===== src/rtl/seq_pkg.sv =====
package seq_pkg;
  typedef enum logic {ST_IDLE = 1'b0, ST_RUN = 1'b1} seq_state_e;

  typedef struct packed {
    logic store;
    logic wb_en;
  } seq_ctl_t;
endpackage


===== src/rtl/seq_popcnt.sv =====
module seq_popcnt #(
  parameter int W  = 16,
  parameter int CW = $clog2(W + 1)
) (
  input  logic [W-1:0]  vec_i,
  output logic [CW-1:0] cnt_o
);
  always_comb begin
    cnt_o = '0;
    for (int i = 0; i < W; i++) begin
      cnt_o = cnt_o + CW'(vec_i[i]);
    end
  end
endmodule


===== src/rtl/seq_lowpick.sv =====
module seq_lowpick #(
  parameter int W  = 16,
  parameter int IW = $clog2(W)
) (
  input  logic [W-1:0]  mask_i,
  output logic [IW-1:0] idx_o,
  output logic [W-1:0]  rest_o,
  output logic          any_o,
  output logic          last_o
);
  // lowest set bit wins: scan from the top so the last hit is the lowest
  always_comb begin
    idx_o = '0;
    for (int i = W - 1; i >= 0; i--) begin
      if (mask_i[i]) idx_o = IW'(i);
    end
  end

  assign rest_o = mask_i & (mask_i - W'(1));
  assign any_o  = |mask_i;
  assign last_o = any_o && (rest_o == '0);

  // the picked index is set and no lower bit is set
  always_comb begin
    if (any_o === 1'b1) begin
      p_lowest_r2: assert (mask_i[idx_o] && ((mask_i & ((W'(1) << idx_o) - W'(1))) == '0));
    end
  end
endmodule


===== src/rtl/seq_addr_plan.sv =====
module seq_addr_plan #(
  parameter int AW         = 32,
  parameter int CW         = 5,
  parameter int STEP_BYTES = 4
) (
  input  logic [AW-1:0] base_i,
  input  logic [CW-1:0] cnt_i,
  input  logic          predec_i,
  output logic [AW-1:0] first_o,
  output logic [AW-1:0] final_o
);
  localparam logic [AW-1:0] STEP_A = AW'(STEP_BYTES);

  logic [AW-1:0] span;

  assign span    = AW'(cnt_i) * STEP_A;
  assign final_o = predec_i ? (base_i - span) : (base_i + span);
  assign first_o = predec_i ? final_o : base_i;
endmodule


===== src/rtl/mreg_seq.sv =====
module mreg_seq
  import seq_pkg::*;
#(
  parameter int NREG       = 16,
  parameter int AW         = 32,
  parameter int STEP_BYTES = 4
) (
  input  logic                    clk,
  input  logic                    rst_n,
  input  logic                    start_i,
  input  logic                    store_i,
  input  logic                    stack_i,
  input  logic                    wb_en_i,
  input  logic [NREG-1:0]         mask_i,
  input  logic [AW-1:0]           base_i,
  input  logic                    ready_i,
  input  logic                    fault_i,
  output logic                    uop_valid_o,
  output logic                    uop_store_o,
  output logic [$clog2(NREG)-1:0] uop_reg_o,
  output logic [AW-1:0]           uop_addr_o,
  output logic                    busy_o,
  output logic                    done_o,
  output logic                    abort_o,
  output logic                    wb_valid_o,
  output logic [AW-1:0]           wb_addr_o
);
  localparam int IW = $clog2(NREG);
  localparam int CW = $clog2(NREG + 1);
  localparam logic [AW-1:0] STEP_A = AW'(STEP_BYTES);

  // reset: asserted asynchronously, released on the clock
  logic rst_meta_q, rst_ns;
  always_ff @(posedge clk or negedge rst_n) begin
    if (!rst_n) begin
      rst_meta_q <= 1'b0;
      rst_ns     <= 1'b0;
    end else begin
      rst_meta_q <= 1'b1;
      rst_ns     <= rst_meta_q;
    end
  end

  // state
  seq_state_e    state_q, state_d;
  logic          done_q, done_d;
  logic          abort_q, abort_d;
  logic          wbv_q, wbv_d;
  logic [NREG-1:0] pend_q, pend_d;
  logic [AW-1:0] addr_q, addr_d;
  logic [AW-1:0] wbaddr_q, wbaddr_d;
  seq_ctl_t      ctl_q, ctl_d;

  // helpers
  logic [CW-1:0]   sel_cnt;
  logic [AW-1:0]   first_addr, final_addr;
  logic [IW-1:0]   pick_idx;
  logic [NREG-1:0] pick_rest;
  logic            pick_any, pick_last;

  seq_popcnt #(.W(NREG), .CW(CW)) u_cnt (
    .vec_i (mask_i),
    .cnt_o (sel_cnt)
  );

  seq_addr_plan #(.AW(AW), .CW(CW), .STEP_BYTES(STEP_BYTES)) u_plan (
    .base_i   (base_i),
    .cnt_i    (sel_cnt),
    .predec_i (stack_i & store_i),
    .first_o  (first_addr),
    .final_o  (final_addr)
  );

  seq_lowpick #(.W(NREG), .IW(IW)) u_pick (
    .mask_i (pend_q),
    .idx_o  (pick_idx),
    .rest_o (pick_rest),
    .any_o  (pick_any),
    .last_o (pick_last)
  );

  // clock enables
  logic running, cap_en, adv_en, abt_en, data_en;
  assign running = (state_q == ST_RUN);
  assign cap_en  = !running && start_i;
  assign abt_en  = running && fault_i;
  assign adv_en  = running && ready_i && !fault_i;
  assign data_en = cap_en || adv_en;

  // next state
  always_comb begin
    state_d  = state_q;
    pend_d   = pend_q;
    addr_d   = addr_q;
    wbaddr_d = wbaddr_q;
    ctl_d    = ctl_q;
    done_d   = 1'b0;
    abort_d  = 1'b0;
    wbv_d    = 1'b0;
    if (cap_en) begin
      pend_d      = mask_i;
      addr_d      = first_addr;
      wbaddr_d    = final_addr;
      ctl_d.store = store_i;
      ctl_d.wb_en = wb_en_i;
      if (sel_cnt == '0) begin
        done_d = 1'b1;
        wbv_d  = wb_en_i;
      end else begin
        state_d = ST_RUN;
      end
    end else if (abt_en) begin
      state_d = ST_IDLE;
      abort_d = 1'b1;
    end else if (adv_en) begin
      pend_d = pick_rest;
      addr_d = addr_q + STEP_A;
      if (pick_last) begin
        state_d = ST_IDLE;
        done_d  = 1'b1;
        wbv_d   = ctl_q.wb_en;
      end
    end
  end

  // control registers
  always_ff @(posedge clk or negedge rst_ns) begin
    if (!rst_ns) begin
      state_q <= ST_IDLE;
      done_q  <= 1'b0;
      abort_q <= 1'b0;
      wbv_q   <= 1'b0;
    end else begin
      state_q <= state_d;
      done_q  <= done_d;
      abort_q <= abort_d;
      wbv_q   <= wbv_d;
    end
  end

  // datapath registers, no reset, explicit enables
  always_ff @(posedge clk) begin
    if (data_en) begin
      pend_q <= pend_d;
      addr_q <= addr_d;
    end
    if (cap_en) begin
      wbaddr_q <= wbaddr_d;
      ctl_q    <= ctl_d;
    end
  end

  assign uop_valid_o = running;
  assign uop_store_o = ctl_q.store;
  assign uop_reg_o   = pick_idx;
  assign uop_addr_o  = addr_q;
  assign busy_o      = running;
  assign done_o      = done_q;
  assign abort_o     = abort_q;
  assign wb_valid_o  = wbv_q;
  assign wb_addr_o   = wbaddr_q;

  // properties
  p_hold_r4: assert property (@(posedge clk) disable iff (!rst_ns)
    uop_valid_o && !ready_i && !fault_i |=> uop_valid_o && $stable(uop_reg_o) && $stable(uop_addr_o));

  p_step_r3: assert property (@(posedge clk) disable iff (!rst_ns)
    uop_valid_o && ready_i && !fault_i && !pick_last |=> uop_valid_o && (uop_addr_o == $past(uop_addr_o) + STEP_A));

  p_order_r2: assert property (@(posedge clk) disable iff (!rst_ns)
    uop_valid_o && ready_i && !fault_i && !pick_last |=> uop_reg_o > $past(uop_reg_o));

  p_done_r6: assert property (@(posedge clk) disable iff (!rst_ns)
    uop_valid_o && ready_i && !fault_i && pick_last |=> done_o && !uop_valid_o);

  p_wbdone_r6: assert property (@(posedge clk) disable iff (!rst_ns)
    wb_valid_o |-> done_o);

  p_abort_r7: assert property (@(posedge clk) disable iff (!rst_ns)
    uop_valid_o && fault_i |=> abort_o && !uop_valid_o && !done_o && !wb_valid_o);

  p_abort_once_r7: assert property (@(posedge clk) disable iff (!rst_ns)
    abort_o |=> !abort_o);

  p_empty_r5: assert property (@(posedge clk) disable iff (!rst_ns)
    !uop_valid_o && start_i && (mask_i == '0) |=> done_o && !uop_valid_o);

  p_idle_fault_r10: assert property (@(posedge clk) disable iff (!rst_ns)
    !uop_valid_o && fault_i |=> !abort_o);
endmodule


===== config.mk =====
export PLATFORM = sky130hd
export DESIGN_NAME = mreg_seq
export DESIGN_NICKNAME = d
export VERILOG_FILES = /design/src/rtl/seq_pkg.sv /design/src/rtl/seq_popcnt.sv /design/src/rtl/seq_lowpick.sv /design/src/rtl/seq_addr_plan.sv /design/src/rtl/mreg_seq.sv
export SDC_FILE = /design/constraint.sdc
export NUM_CORES = 1
export LEC_CHECK = 0
export ABC_AREA = 1
export BUFFER_PORTS_ARGS = -buffer_cell sky130_fd_sc_hd__buf_2
export CAP_MARGIN = 10
export CORE_ASPECT_RATIO = 0.75
export CORE_MARGIN = 2
export CORE_UTILIZATION = 42
export CTS_CLUSTER_SIZE = 16
export DETAILED_ROUTE_END_ITERATION = 16
export GPL_ROUTABILITY_DRIVEN = 0
export MAX_ROUTING_LAYER = met4
export PLACE_DENSITY_LB_ADDON = 0.3
export SYNTH_ARGS = -nofsm -noshare
export SYNTH_HDL_FRONTEND = slang
export SYNTH_SLANG_ARGS = --single-unit
export TNS_END_PERCENT = 100

===== constraint.sdc =====
create_clock -name clk -period 2.3 [get_ports clk]
set_input_delay 0.345 -clock clk [delete_from_list [all_inputs] [get_ports clk]]
set_output_delay 0.345 -clock clk [all_outputs]
set_load 0.1 [all_outputs]

# Yosys cells after proc, flatten, opt, wreduce, memory -nomap -nowiden
# Cells that the tools add are included.
[totals]
ff_bits = 88
latchBits = 0
ram_bits = 0
mem_bits_ro = 0
in_bits = 56
wordCells = 91
mem_count = 0
[op_classes]
add_sub_neg = 19
mul = 0
div = 0
magnitude_cmp = 0
n_eq_ne = 2
shifts = 0
mux = 41
n_bitwise = 2
reduce_logical = 16
[op_table]
columns = ["operator", "n"]
rows = [
  ["2-to-1 mux 32 bit", 5],
  ["adder 5 x 1 -> 5 bit", 14],
  ["2-to-1 mux 4 bit", 16],
  ["2-to-1 mux 16 bit", 3],
  ["adder 32 x 3 -> 32 bit (second input constant)", 1],
  ["adder 32 x 7 -> 32 bit", 1],
  ["subtractor 32 x 7 -> 32 bit", 1],
  ["2-to-1 mux 1 bit", 17],
  ["bitwise AND 16 bit", 1],
  ["zero test 16 bit", 1],
  ["OR reduction 16 bit", 1],
  ["subtractor 16 x 1 -> 16 bit (second input constant)", 1],
  ["AND reduction 3 bit", 2],
  ["nonzero test 3 bit", 2],
  ["logical AND 1 bit", 5],
  ["zero test 5 bit", 1],
  ["!= test 2 bit (second input constant)", 2],
  ["adder 1 x 1 -> 2 bit", 1],
  ["zero test 1 bit", 2],
  ["nonzero test 2 bit", 1],
  ["bitwise AND 1 bit", 1],
  ["logical OR 1 bit", 1],
]

# Logic depth before layout (Yosys ltp)
# Gate-level depths: netlist of run 1.
[logic_depth]
word_depth = 19
ltp_mapped = 31

# By module
# A second synthesis of run 1 with hierarchy kept.
[hier_totals]
hier_cells = 1145
hier_area_um2 = 7752.4
[by_module_without_submodules]
columns = ["module", "instances", "cells_per_inst", "area_per_inst_um2"]
rows = [
  ["mreg_seq", 1, 433, 4108.9],
  ["seq_addr_plan", 1, 574, 2791.4],
  ["seq_lowpick", 1, 90, 455.4],
  ["seq_popcnt", 1, 48, 396.6],
]

# Worst setup path before layout of run 1
# OpenSTA, ideal clock, no wires.
[synth_timing]
kind = "input -> register"
start = "in mask_i[0]"
end = "reg addr_q[17] (netlist: uop_addr_o[17]), data pin"
setup_ns = 0.259
arrival_time_ns = 5.614
slack_ns = -3.572
cell_stages = 24
path_cell_list = "ha_1 -> inv_1 -> fa_1 -> fa_1 -> fa_1 -> fa_1 -> fa_1 -> fa_1 -> ha_1 -> inv_1 -> o31ai_1 -> ha_1 -> a21oi_1 -> inv_1 -> nor2_1 -> nand2_2 -> nand2_2 -> nand2_4 -> nand2_2 -> nand2_1 -> nand2_1 -> nand2_2 -> nor2_1 -> o21ai_2"
[synth_between]
elab_chain_len = 19
[synth_lines]
columns = ["item", "line_no", "text"]
rows = [
  ["start, declared", "mreg_seq.sv:14", "input logic [NREG-1:0] mask_i,"],
  ["adder 1 x 1 -> 2 bit *", "seq_popcnt.sv:11", "cnt_o = cnt_o + CW'(vec_i[i]);"],
  ["adder 5 x 1 -> 5 bit * (14 in a row)", "seq_popcnt.sv:11", ""],
  ["adder 32 x 7 -> 32 bit / subtractor 32 x 7 -> 32 bit (equally long branches)", "seq_addr_plan.sv:17", "assign final_o = predec_i ? (base_i - span) : (base_i + span);"],
  ["2-to-1 mux 32 bit *", "seq_addr_plan.sv:17", ""],
  ["via final_addr[17]", "mreg_seq.sv:56", "logic [AW-1:0] first_addr, final_addr;"],
  ["2-to-1 mux 32 bit *", "seq_addr_plan.sv:18", "assign first_o = predec_i ? final_o : base_i;"],
  ["2-to-1 mux 32 bit *", "mreg_seq.sv:100", "if (cap_en) begin"],
  ["via addr_d[17]", "mreg_seq.sv:50", "logic [AW-1:0] addr_q, addr_d;"],
  ["end signal, assigned", "mreg_seq.sv:145", "addr_q <= addr_d;"],
  ["end, declared", "mreg_seq.sv:50", ""],
]
# The timed path passes the listed nets; every way through them passes the cells marked *.
# A chain may end at the register's enable or synchronous reset.

# Worst setup path after layout of run 1
[layout_timing]
start = "in mask_i[1]"
end = "reg addr_q[29] (netlist: uop_addr_o[29]), data pin"
[layout_between]
elab_chain_len = 19
[layout_lines]
columns = ["item", "line_no"]
rows = [
  ["adder 1 x 1 -> 2 bit *", "seq_popcnt.sv:11"],
  ["adder 5 x 1 -> 5 bit * (14 in a row)", "seq_popcnt.sv:11"],
  ["adder 32 x 7 -> 32 bit / subtractor 32 x 7 -> 32 bit (equally long branches)", "seq_addr_plan.sv:17"],
  ["2-to-1 mux 32 bit *", "seq_addr_plan.sv:17"],
  ["2-to-1 mux 32 bit *", "seq_addr_plan.sv:18"],
  ["2-to-1 mux 32 bit *", "mreg_seq.sv:100"],
  ["via addr_d[29]", "mreg_seq.sv:50"],
]
# Marks and branches as above.

==> run_summary.xml, run 1 <==
<?xml version="1.0" encoding="UTF-8"?>
<metrics>
  <group name="run_status">
    <metric name="status" unit="">finished with violations</metric>
    <metric name="failed_checks" unit="">negative setup slack</metric>
  </group>
  <group name="logic_synthesis">
    <metric name="post_synth_main_area_contributors" unit="">sky130_fd_sc_hd__edfxtp_1 35%, sky130_fd_sc_hd__nand2_1 13%, sky130_fd_sc_hd__ha_1 6.9%</metric>
    <metric name="synth_area_leader_cell" unit="">sky130_fd_sc_hd__edfxtp_1</metric>
    <metric name="main_combinational_cell_family_by_area_after_synthesis" unit="">simple AND/OR/NAND/NOR gates</metric>
    <metric name="synthDistinctLibCells" unit="">44</metric>
    <metric name="complex_gate_fraction_of_the_synthesized_area" unit="%">11.0</metric>
    <metric name="yosysSeqAreaShare" unit="%">36.9</metric>
    <metric name="post_synth_instance_area" unit="mm2">0.00709</metric>
    <metric name="synth_cells" unit="">942</metric>
    <metric name="yosys_register_bits" unit="">88</metric>
    <metric name="synth_top_cell_area_share" unit="%">34.7</metric>
    <metric name="synth-xor-area-share" unit="%">4.41</metric>
    <metric name="synthSimpleGateAreaFrac" unit="%">30.2</metric>
    <metric name="synth_mux_area_share" unit="%">0</metric>
    <metric name="avgSynthCellArea" unit="um2">7.53</metric>
    <metric name="ys.warnings.count" unit="">0</metric>
    <metric name="synthesis.nets" unit="">1048</metric>
    <metric name="synthAdderAreaFrac" unit="%">9.99</metric>
  </group>
  <group name="floorplanning">
    <metric name="core_area" unit="mm2">0.0167</metric>
    <metric name="start_util" unit="%">42.5</metric>
    <metric name="die_width" unit="um">154</metric>
    <metric name="floorplan.io_pins" unit="">130</metric>
    <metric name="die_h" unit="um">117</metric>
    <metric name="rows" unit="">41</metric>
    <metric name="die-area" unit="mm2">0.0179</metric>
  </group>
  <group name="sta">
    <metric name="final_hold_viol_count" unit="">0</metric>
    <metric name="timing.max_slew.rel_slack" unit="%">45.7</metric>
    <metric name="period_needed" unit="ps">5840</metric>
    <metric name="post-route-worst-setup-slack" unit="ps">-3540</metric>
    <metric name="setup_viol" unit="">63</metric>
    <metric name="setup_repair_after_global_routing_missed_its_margin" unit="">true</metric>
    <metric name="timing_worst_slew_pin_value" unit="ps">811</metric>
    <metric name="fin_setup_tns" unit="ps">-191180</metric>
    <metric name="achievable-frequency" unit="MHz">171</metric>
    <metric name="final.period_utilization" unit="%">254</metric>
    <metric name="worst_clock_skew" unit="ps">9.96</metric>
    <metric name="final_max_slew_viol_count" unit="">0</metric>
  </group>
  <group name="cells_and_area">
    <metric name="final_net_count" unit="">1342</metric>
    <metric name="finalNonFillerCells" unit="">1457</metric>
    <metric name="drive_above_1_share" unit="%">50.9</metric>
    <metric name="areaGrowthSynthToFinish" unit="%">66.4</metric>
  </group>
  <group name="worst_setup_path">
    <metric name="count_of_buffer_and_inverter_cells_on_the_critical_path" unit="">4</metric>
    <metric name="slowest_cell_on_crit_path" unit="">sky130_fd_sc_hd__fa_1</metric>
    <metric name="crit_arrival" unit="ps">5960</metric>
    <metric name="rr_endpoint" unit="">uop_addr_o[30]$_DFFE_PP_</metric>
    <metric name="timing.critical_path.max_delay_family" unit="">adder cells</metric>
    <metric name="worstSetupStartpointType" unit="">input pin</metric>
    <metric name="worst-setup-path-type" unit="">input pin to flip-flop</metric>
    <metric name="critPathRequiredTime" unit="ps">2420</metric>
    <metric name="timing.rr.start" unit="">uop_addr_o[2]$_DFFE_PP_</metric>
    <metric name="worst-path-max-fanout" unit="">6</metric>
    <metric name="r2r_setup_slack" unit="ps">160</metric>
    <metric name="timing.critical_path.slowest_cell_delay" unit="ps">510</metric>
    <metric name="timing.reg2reg.worst_path_depth" unit="">12</metric>
    <metric name="path_common_cell" unit="">sky130_fd_sc_hd__fa_1</metric>
    <metric name="cp-end-kind" unit="">flip-flop</metric>
  </group>
  <group name="routing">
    <metric name="detailroute.via_count" unit="">8478</metric>
    <metric name="drcViolationCount" unit="">0</metric>
    <metric name="initialDrtViolationCount" unit="">1045</metric>
    <metric name="post_route_ant_nets" unit="">0</metric>
    <metric name="avgRoutedWirePerCell" unit="um">21.3</metric>
    <metric name="drt-total-wl" unit="um">31100</metric>
    <metric name="total_iterations_of_the_first_detailed_routing_run" unit="">8</metric>
    <metric name="detailed_route_vias_per_instance" unit="">5.82</metric>
  </group>
  <group name="worst_hold_path">
    <metric name="hp-class" unit="">flip-flop to async pin</metric>
  </group>
  <group name="global_routing">
    <metric name="antenna_violations_before_repair" unit="">1</metric>
    <metric name="global_route.overflow_total" unit="">0</metric>
    <metric name="grt_max_degree" unit="">44</metric>
    <metric name="number_of_global_route_vias_before_repair" unit="">7478</metric>
    <metric name="grt_use_total" unit="%">30.8</metric>
    <metric name="grt_first_pass_wirelength" unit="um">40900</metric>
  </group>
  <group name="clock_network">
    <metric name="cts.root.buffer_cell" unit="">sky130_fd_sc_hd__clkbuf_16</metric>
    <metric name="cts-root-to-sink-buffers" unit="">2</metric>
    <metric name="insertion_delay" unit="ps">370</metric>
    <metric name="clkTransAtPathRegs" unit="ps">70</metric>
    <metric name="cts_tree" unit="">built</metric>
    <metric name="clock_tree.htree_level_count" unit="">3</metric>
    <metric name="cts.sink_count" unit="">88</metric>
    <metric name="cts_made_buffers" unit="">9</metric>
  </group>
  <group name="place">
    <metric name="place_inst" unit="">1400</metric>
    <metric name="hpwl" unit="um">18700</metric>
    <metric name="portBuffers" unit="">129</metric>
  </group>
  <group name="run">
    <metric name="cap_violations" unit="">0</metric>
  </group>
</metrics>
-- cell type report --
class | count | area, um2
Antenna cell | 1 | 2.50
Clock buffer | 9 | 225
Clock inverter | 7 | 61.3
Fill cell | 1086 | 4870
Inverter | 121 | 472
Multi-Input combinational cell | 715 | 5860
Sequential cell | 88 | 2610
Tap cell | 215 | 269
Timing Repair Buffer | 301 | 2300
-- worst register-to-register path, stage by stage, from the launching register on --
cell and delay (ps):
sky130_fd_sc_hd__edfxtp_1 430, sky130_fd_sc_hd__ha_1 250, sky130_fd_sc_hd__nand2_2 140, sky130_fd_sc_hd__nor2_4 140, sky130_fd_sc_hd__nand2_2 70, sky130_fd_sc_hd__nor2_4 110
sky130_fd_sc_hd__nand3_2 120, sky130_fd_sc_hd__nor2_4 150, sky130_fd_sc_hd__nand4_2 130, sky130_fd_sc_hd__nor2_1 120, sky130_fd_sc_hd__nand2_1 50, sky130_fd_sc_hd__nand3_1 140
sky130_fd_sc_hd__nand2_1 60
-- worst max path at each step --
stage,start,cells past startpoint,to,slack [ps]
after floorplan,mask_i[1],26,uop_addr_o[17]$_DFFE_PP_,-3300
after global placement,mask_i[1],26,uop_addr_o[29]$_DFFE_PP_,-3800
after detailed placement,mask_i[0],26,uop_addr_o[29]$_DFFE_PP_,-3880
after CTS,mask_i[1],27,uop_addr_o[16]$_DFFE_PP_,-3230
after global routing,mask_i[1],25,uop_addr_o[29]$_DFFE_PP_,-3600
final,mask_i[1],25,uop_addr_o[29]$_DFFE_PP_,-3540
-- logic make-up (layout without fill, tap and decap cells) --
kind of cell | after synthesis | in the layout
AND/OR/NAND/NOR | 484 | 484
AO/OA/AOI/OAI | 146 | 146
buffers and inverters | 139 | 438
flip-flops | 88 | 88
adder cells (fa/ha/maj) | 50 | 50
XOR/XNOR | 34 | 34
other | 1 | 2
-- registers in the layout, summed over array words and instances, names as in the netlist --
register	count
rst_meta_q	1
uop_addr_o	32
abort_o	1
rst_ns	1
uop_store_o	1
ctl_q	1
wb_addr_o	32
done_o	1
pend_q	16
busy_o	1
wb_valid_o	1
-- cells in the final DEF (no fill, tap or decap), drive strengths merged --
master       instances
a21o                 3
a21oi               50
a22oi                1
and2                 1
buf                298
clkbuf              11
clkinv               2
clkinvlp             1
conb                 1
dfrtp                6
diode                1
dlygate4sd3          1
edfxtp              82
fa                  11
ha                  39
inv                125
nand2              258
nand3               56
nand3b               3
nand4               20
nor2               121
nor3                19
nor3b                1
nor4                 2
o21a                 1
o21ai               80
o21bai               3
o22ai                5
o31ai                2
o32ai                1
or2                  3
xnor2               11
xor2                23
-- through the flow --
stage	hold slack, ps	util, %	cell area (um2)	worst slack, ps
finish	76.0	70.8	11800	-3540
global route	99.2	70.8	11800	-3600
CTS	81.8	64.7	10800	-3230
detailed placement	68.8	56.5	9410	-3880
global placement	57.5	56.5	9410	-3800
floorplan	40.2	-	7540	-3300
-- cell usage after synthesis, drive strengths merged --
cell    count
ha         39
o32ai       1
nor2      121
xnor2      11
o21a        1
o21bai      3
dfrtp       6
buf        12
a22oi       1
o22ai       5
nor3b       1
o21ai      80
nor4        2
nand2     258
and2        1
inv       121
nand3b      3
conb        1
or2         3
fa         11
nor3       19
a21o        3
a21oi      50
o31ai       2
nand4      20
clkbuf      6
xor2       23
edfxtp     82
nand3      56
-- routing by layer --
| metal | wire length (um) | track usage [%] | share of wire [%] |
|---|---|---|---|
| met5 | 0 | - | 0 |
| met2 | 13700 | 46.3 | 44 |
| met4 | 1630 | 9.60 | 5.2 |
| met3 | 3570 | 6.60 | 11 |
| met1 | 12200 | 42.0 | 39 |
-- timing repair --
item                                   4_1_cts  5_1_grt
endpoints found under the hold margin        2        0
hold buffers                                 1        0
pin swaps                                   89       79
setup buffers                               23       30
setup endpoints to repair                   63       66
gates resized for setup                    206      191
Power of run 1 is left out: the tool's default activity adds up to more than one toggle a clock period on the data nets, which glitch-free logic cannot reach.
==> run 2, diff against run 1 <==
--- a/config.mk
+++ b/config.mk
@@ -11,6 +11,7 @@
 export CORE_ASPECT_RATIO = 0.75
 export CORE_MARGIN = 2
 export CORE_UTILIZATION = 42
+export CTS_BUF_LIST = sky130_fd_sc_hd__clkbuf_2
 export CTS_CLUSTER_SIZE = 16
 export DETAILED_ROUTE_END_ITERATION = 16
 export GPL_ROUTABILITY_DRIVEN = 0
==> constraint.sdc (replaced) <==
create_clock -name clk -period 6.3 [get_ports clk]
set_input_delay 0.945 -clock clk [delete_from_list [all_inputs] [get_ports clk]]
set_output_delay 0.945 -clock clk [all_outputs]
set_load 0.1 [all_outputs]
==> run_summary.xml, run 2 (same netlist as run 1, synthesis figures left out) <==
<?xml version="1.0" encoding="UTF-8"?>
<metrics>
  <group name="sta">
    <metric name="fin_setup_tns" unit="ps">0</metric>
    <metric name="period_needed" unit="ps">6130</metric>
    <metric name="setup_viol" unit="">0</metric>
    <metric name="achievable-frequency" unit="MHz">163</metric>
    <metric name="timing_worst_slew_pin_value" unit="ps">1020</metric>
    <metric name="timing.max_slew.rel_slack" unit="%">32.2</metric>
    <metric name="final_hold_viol_count" unit="">0</metric>
    <metric name="final_max_slew_viol_count" unit="">0</metric>
    <metric name="final.period_utilization" unit="%">97.3</metric>
    <metric name="worst_clock_skew" unit="ps">27.3</metric>
    <metric name="setup_repair_after_global_routing_missed_its_margin" unit="">false</metric>
  </group>
  <group name="run">
    <metric name="cap_violations" unit="">0</metric>
  </group>
  <group name="cells_and_area">
    <metric name="most-common-layout-cells" unit="">230 x sky130_fd_sc_hd__nand2_1, 132 x sky130_fd_sc_hd__buf_4, 129 x sky130_fd_sc_hd__buf_2</metric>
    <metric name="final_net_count" unit="">1303</metric>
    <metric name="fillerInstances" unit="">1572</metric>
    <metric name="mostFrequentLayoutCell" unit="">sky130_fd_sc_hd__nand2_1</metric>
    <metric name="areaGrowthSynthToFinish" unit="%">30.6</metric>
    <metric name="drive_above_1_share" unit="%">30.4</metric>
  </group>
  <group name="routing">
    <metric name="total_iterations_of_the_first_detailed_routing_run" unit="">6</metric>
    <metric name="met1_length" unit="um">11000</metric>
    <metric name="avgRoutedWirePerCell" unit="um">16.1</metric>
    <metric name="route.top_layer_used" unit="">met4</metric>
    <metric name="detailroute.via_count" unit="">7326</metric>
    <metric name="wl_met2" unit="um">9380</metric>
    <metric name="detailed_route_vias_per_instance" unit="">5.17</metric>
    <metric name="drcViolationCount" unit="">0</metric>
    <metric name="initialDrtViolationCount" unit="">689</metric>
    <metric name="drt-total-wl" unit="um">22900</metric>
    <metric name="dr_wl_met3" unit="um">2180</metric>
    <metric name="post_route_ant_nets" unit="">0</metric>
  </group>
  <group name="global_routing">
    <metric name="grt_use_total" unit="%">26.5</metric>
    <metric name="global_route.overflow_total" unit="">0</metric>
    <metric name="number_of_global_route_vias_before_repair" unit="">6696</metric>
    <metric name="grt_max_degree" unit="">58</metric>
    <metric name="grt_first_pass_wirelength" unit="um">35300</metric>
    <metric name="antenna_violations_before_repair" unit="">1</metric>
  </group>
  <group name="clock_network">
    <metric name="cts.root.buffer_cell" unit="">sky130_fd_sc_hd__clkbuf_2</metric>
    <metric name="insertion_delay" unit="ps">650</metric>
    <metric name="clock_tree.htree_level_count" unit="">3</metric>
    <metric name="post_cts.repair.setup_buffers" unit="">0</metric>
    <metric name="cts.sink_count" unit="">88</metric>
    <metric name="cts_tree" unit="">built</metric>
    <metric name="cts-root-to-sink-buffers" unit="">2</metric>
    <metric name="cts_made_buffers" unit="">9</metric>
    <metric name="clkTransAtPathRegs" unit="ps">270</metric>
  </group>
  <group name="place">
    <metric name="portBuffers" unit="">129</metric>
    <metric name="hpwl" unit="um">18200</metric>
  </group>
  <group name="worst_setup_path">
    <metric name="timing.reg2reg.worst_path_depth" unit="">7</metric>
    <metric name="timing.rr.start" unit="">busy_o$_DFFE_PN0P_</metric>
    <metric name="rr_endpoint" unit="">uop_addr_o[2]$_DFFE_PP_</metric>
    <metric name="r2r_setup_slack" unit="ps">3760</metric>
    <metric name="setup.worst_path.start" unit="">mask_i[0]</metric>
    <metric name="worstSetupStartpointType" unit="">input pin</metric>
    <metric name="worst-path-max-fanout" unit="">6</metric>
    <metric name="crit_arrival" unit="ps">6580</metric>
    <metric name="critPathRequiredTime" unit="ps">6740</metric>
    <metric name="cp-end-kind" unit="">flip-flop</metric>
    <metric name="worst-setup-path-type" unit="">input pin to flip-flop</metric>
  </group>
  <group name="floorplanning">
    <metric name="core_area" unit="mm2">0.0167</metric>
    <metric name="floorplan.io_pins" unit="">130</metric>
    <metric name="rows" unit="">41</metric>
    <metric name="die-area" unit="mm2">0.0179</metric>
    <metric name="die_width" unit="um">154</metric>
    <metric name="start_util" unit="%">42.5</metric>
    <metric name="die_h" unit="um">117</metric>
  </group>
  <group name="run_status">
    <metric name="status" unit="">complete, no violations</metric>
  </group>
  <group name="worst_hold_path">
    <metric name="hp-class" unit="">flip-flop to async pin</metric>
  </group>
</metrics>
==> run 2: changes by cell type in the layout (fill, tap and decap cells not counted), sizes merged <==
cell / delta
clkinv: +2
bufinv: +2
inv: -3
buf: -37
clkinvlp: -1
clkbuf: -2
==> run 2: worst max-delay path by stage <==
| stage | to | slack [ps] | cells after the start |
|---|---|---|---|
| 2_1_floorplan | uop_addr_o[17]$_DFFE_PP_ | 20 | 26 |
| 3_5_place_dp | uop_addr_o[23]$_DFFE_PP_ | -690 | 26 |
| 3_3_place_gp | uop_addr_o[23]$_DFFE_PP_ | -570 | 26 |
| 5_1_grt | uop_addr_o[28]$_DFFE_PP_ | 10 | 27 |
| 4_1_cts | uop_addr_o[23]$_DFFE_PP_ | 70 | 26 |
| 6_report | uop_addr_o[25]$_DFFE_PP_ | 170 | 24 |
==> run 2: worst max-delay path: stages <==
cell and delay, ps:
sky130_fd_sc_hd__buf_2 110, sky130_fd_sc_hd__ha_1 280, sky130_fd_sc_hd__inv_1 90, sky130_fd_sc_hd__fa_1 440
sky130_fd_sc_hd__fa_1 470, sky130_fd_sc_hd__fa_1 530, sky130_fd_sc_hd__fa_1 430, sky130_fd_sc_hd__fa_2 380
sky130_fd_sc_hd__fa_1 550, sky130_fd_sc_hd__ha_1 170, sky130_fd_sc_hd__inv_1 60, sky130_fd_sc_hd__buf_4 140
sky130_fd_sc_hd__o31ai_2 220, sky130_fd_sc_hd__buf_4 200, sky130_fd_sc_hd__buf_4 130, sky130_fd_sc_hd__ha_1 300
sky130_fd_sc_hd__a21oi_1 260, sky130_fd_sc_hd__o21ai_0 180, sky130_fd_sc_hd__a21oi_1 210, sky130_fd_sc_hd__nand3_1 100
sky130_fd_sc_hd__nand2_1 80, sky130_fd_sc_hd__nand3_1 120, sky130_fd_sc_hd__nand2_2 130, sky130_fd_sc_hd__nand2_1 50
==> run 2: per-stage QoR <==
step / utilization (%) / std cells / instance area, um2 / worst slack, ps / hold WS [ps]
after global routing: 55.5 / 1418 / 9260 / 10.1 / 92.5
after CTS: 54.5 / 1416 / 9090 / 67.6 / 16.2
after floorplan: - / 942 / 7100 / 15.8 / 40.3
after global placement: 53.6 / 1400 / 8940 / -566 / 55.3
after detailed placement: 53.6 / 1400 / 8940 / -686 / 60.6
final: 55.5 / 1418 / 9260 / 168 / 68.7
==> run 2: cell type report <==
cell class,count,area (um2),area share [%]
Antenna cell,1,2.50,0.0270
Clock buffer,9,45.0,0.486
Clock inverter,7,106,1.15
Inverter,121,454,4.90
Multi-Input combinational cell,715,4130,44.5
Sequential cell,88,2610,28.2
Tap cell,215,269,2.90
Timing Repair Buffer,262,1650,17.8
==> run 2: metal layers <==
| metal | up-vias | global-route usage (%) |
|---|---|---|
| met5 | - | - |
| met4 | 0 | 5.23 |
| met3 | 27 | 5.05 |
| li1 | 3625 | - |
| met1 | 3353 | 39.4 |
| met2 | 321 | 37.5 |
==> run 2: timing repair <==
action                                 4_1_cts  5_1_grt
pin swaps                                    0        7
resized for setup                            1       42
setup endpoints to repair                    1       31
endpoints found under the hold margin        0        2
hold buffers                                 0        1
Power of run 2 is left out for the same reason.
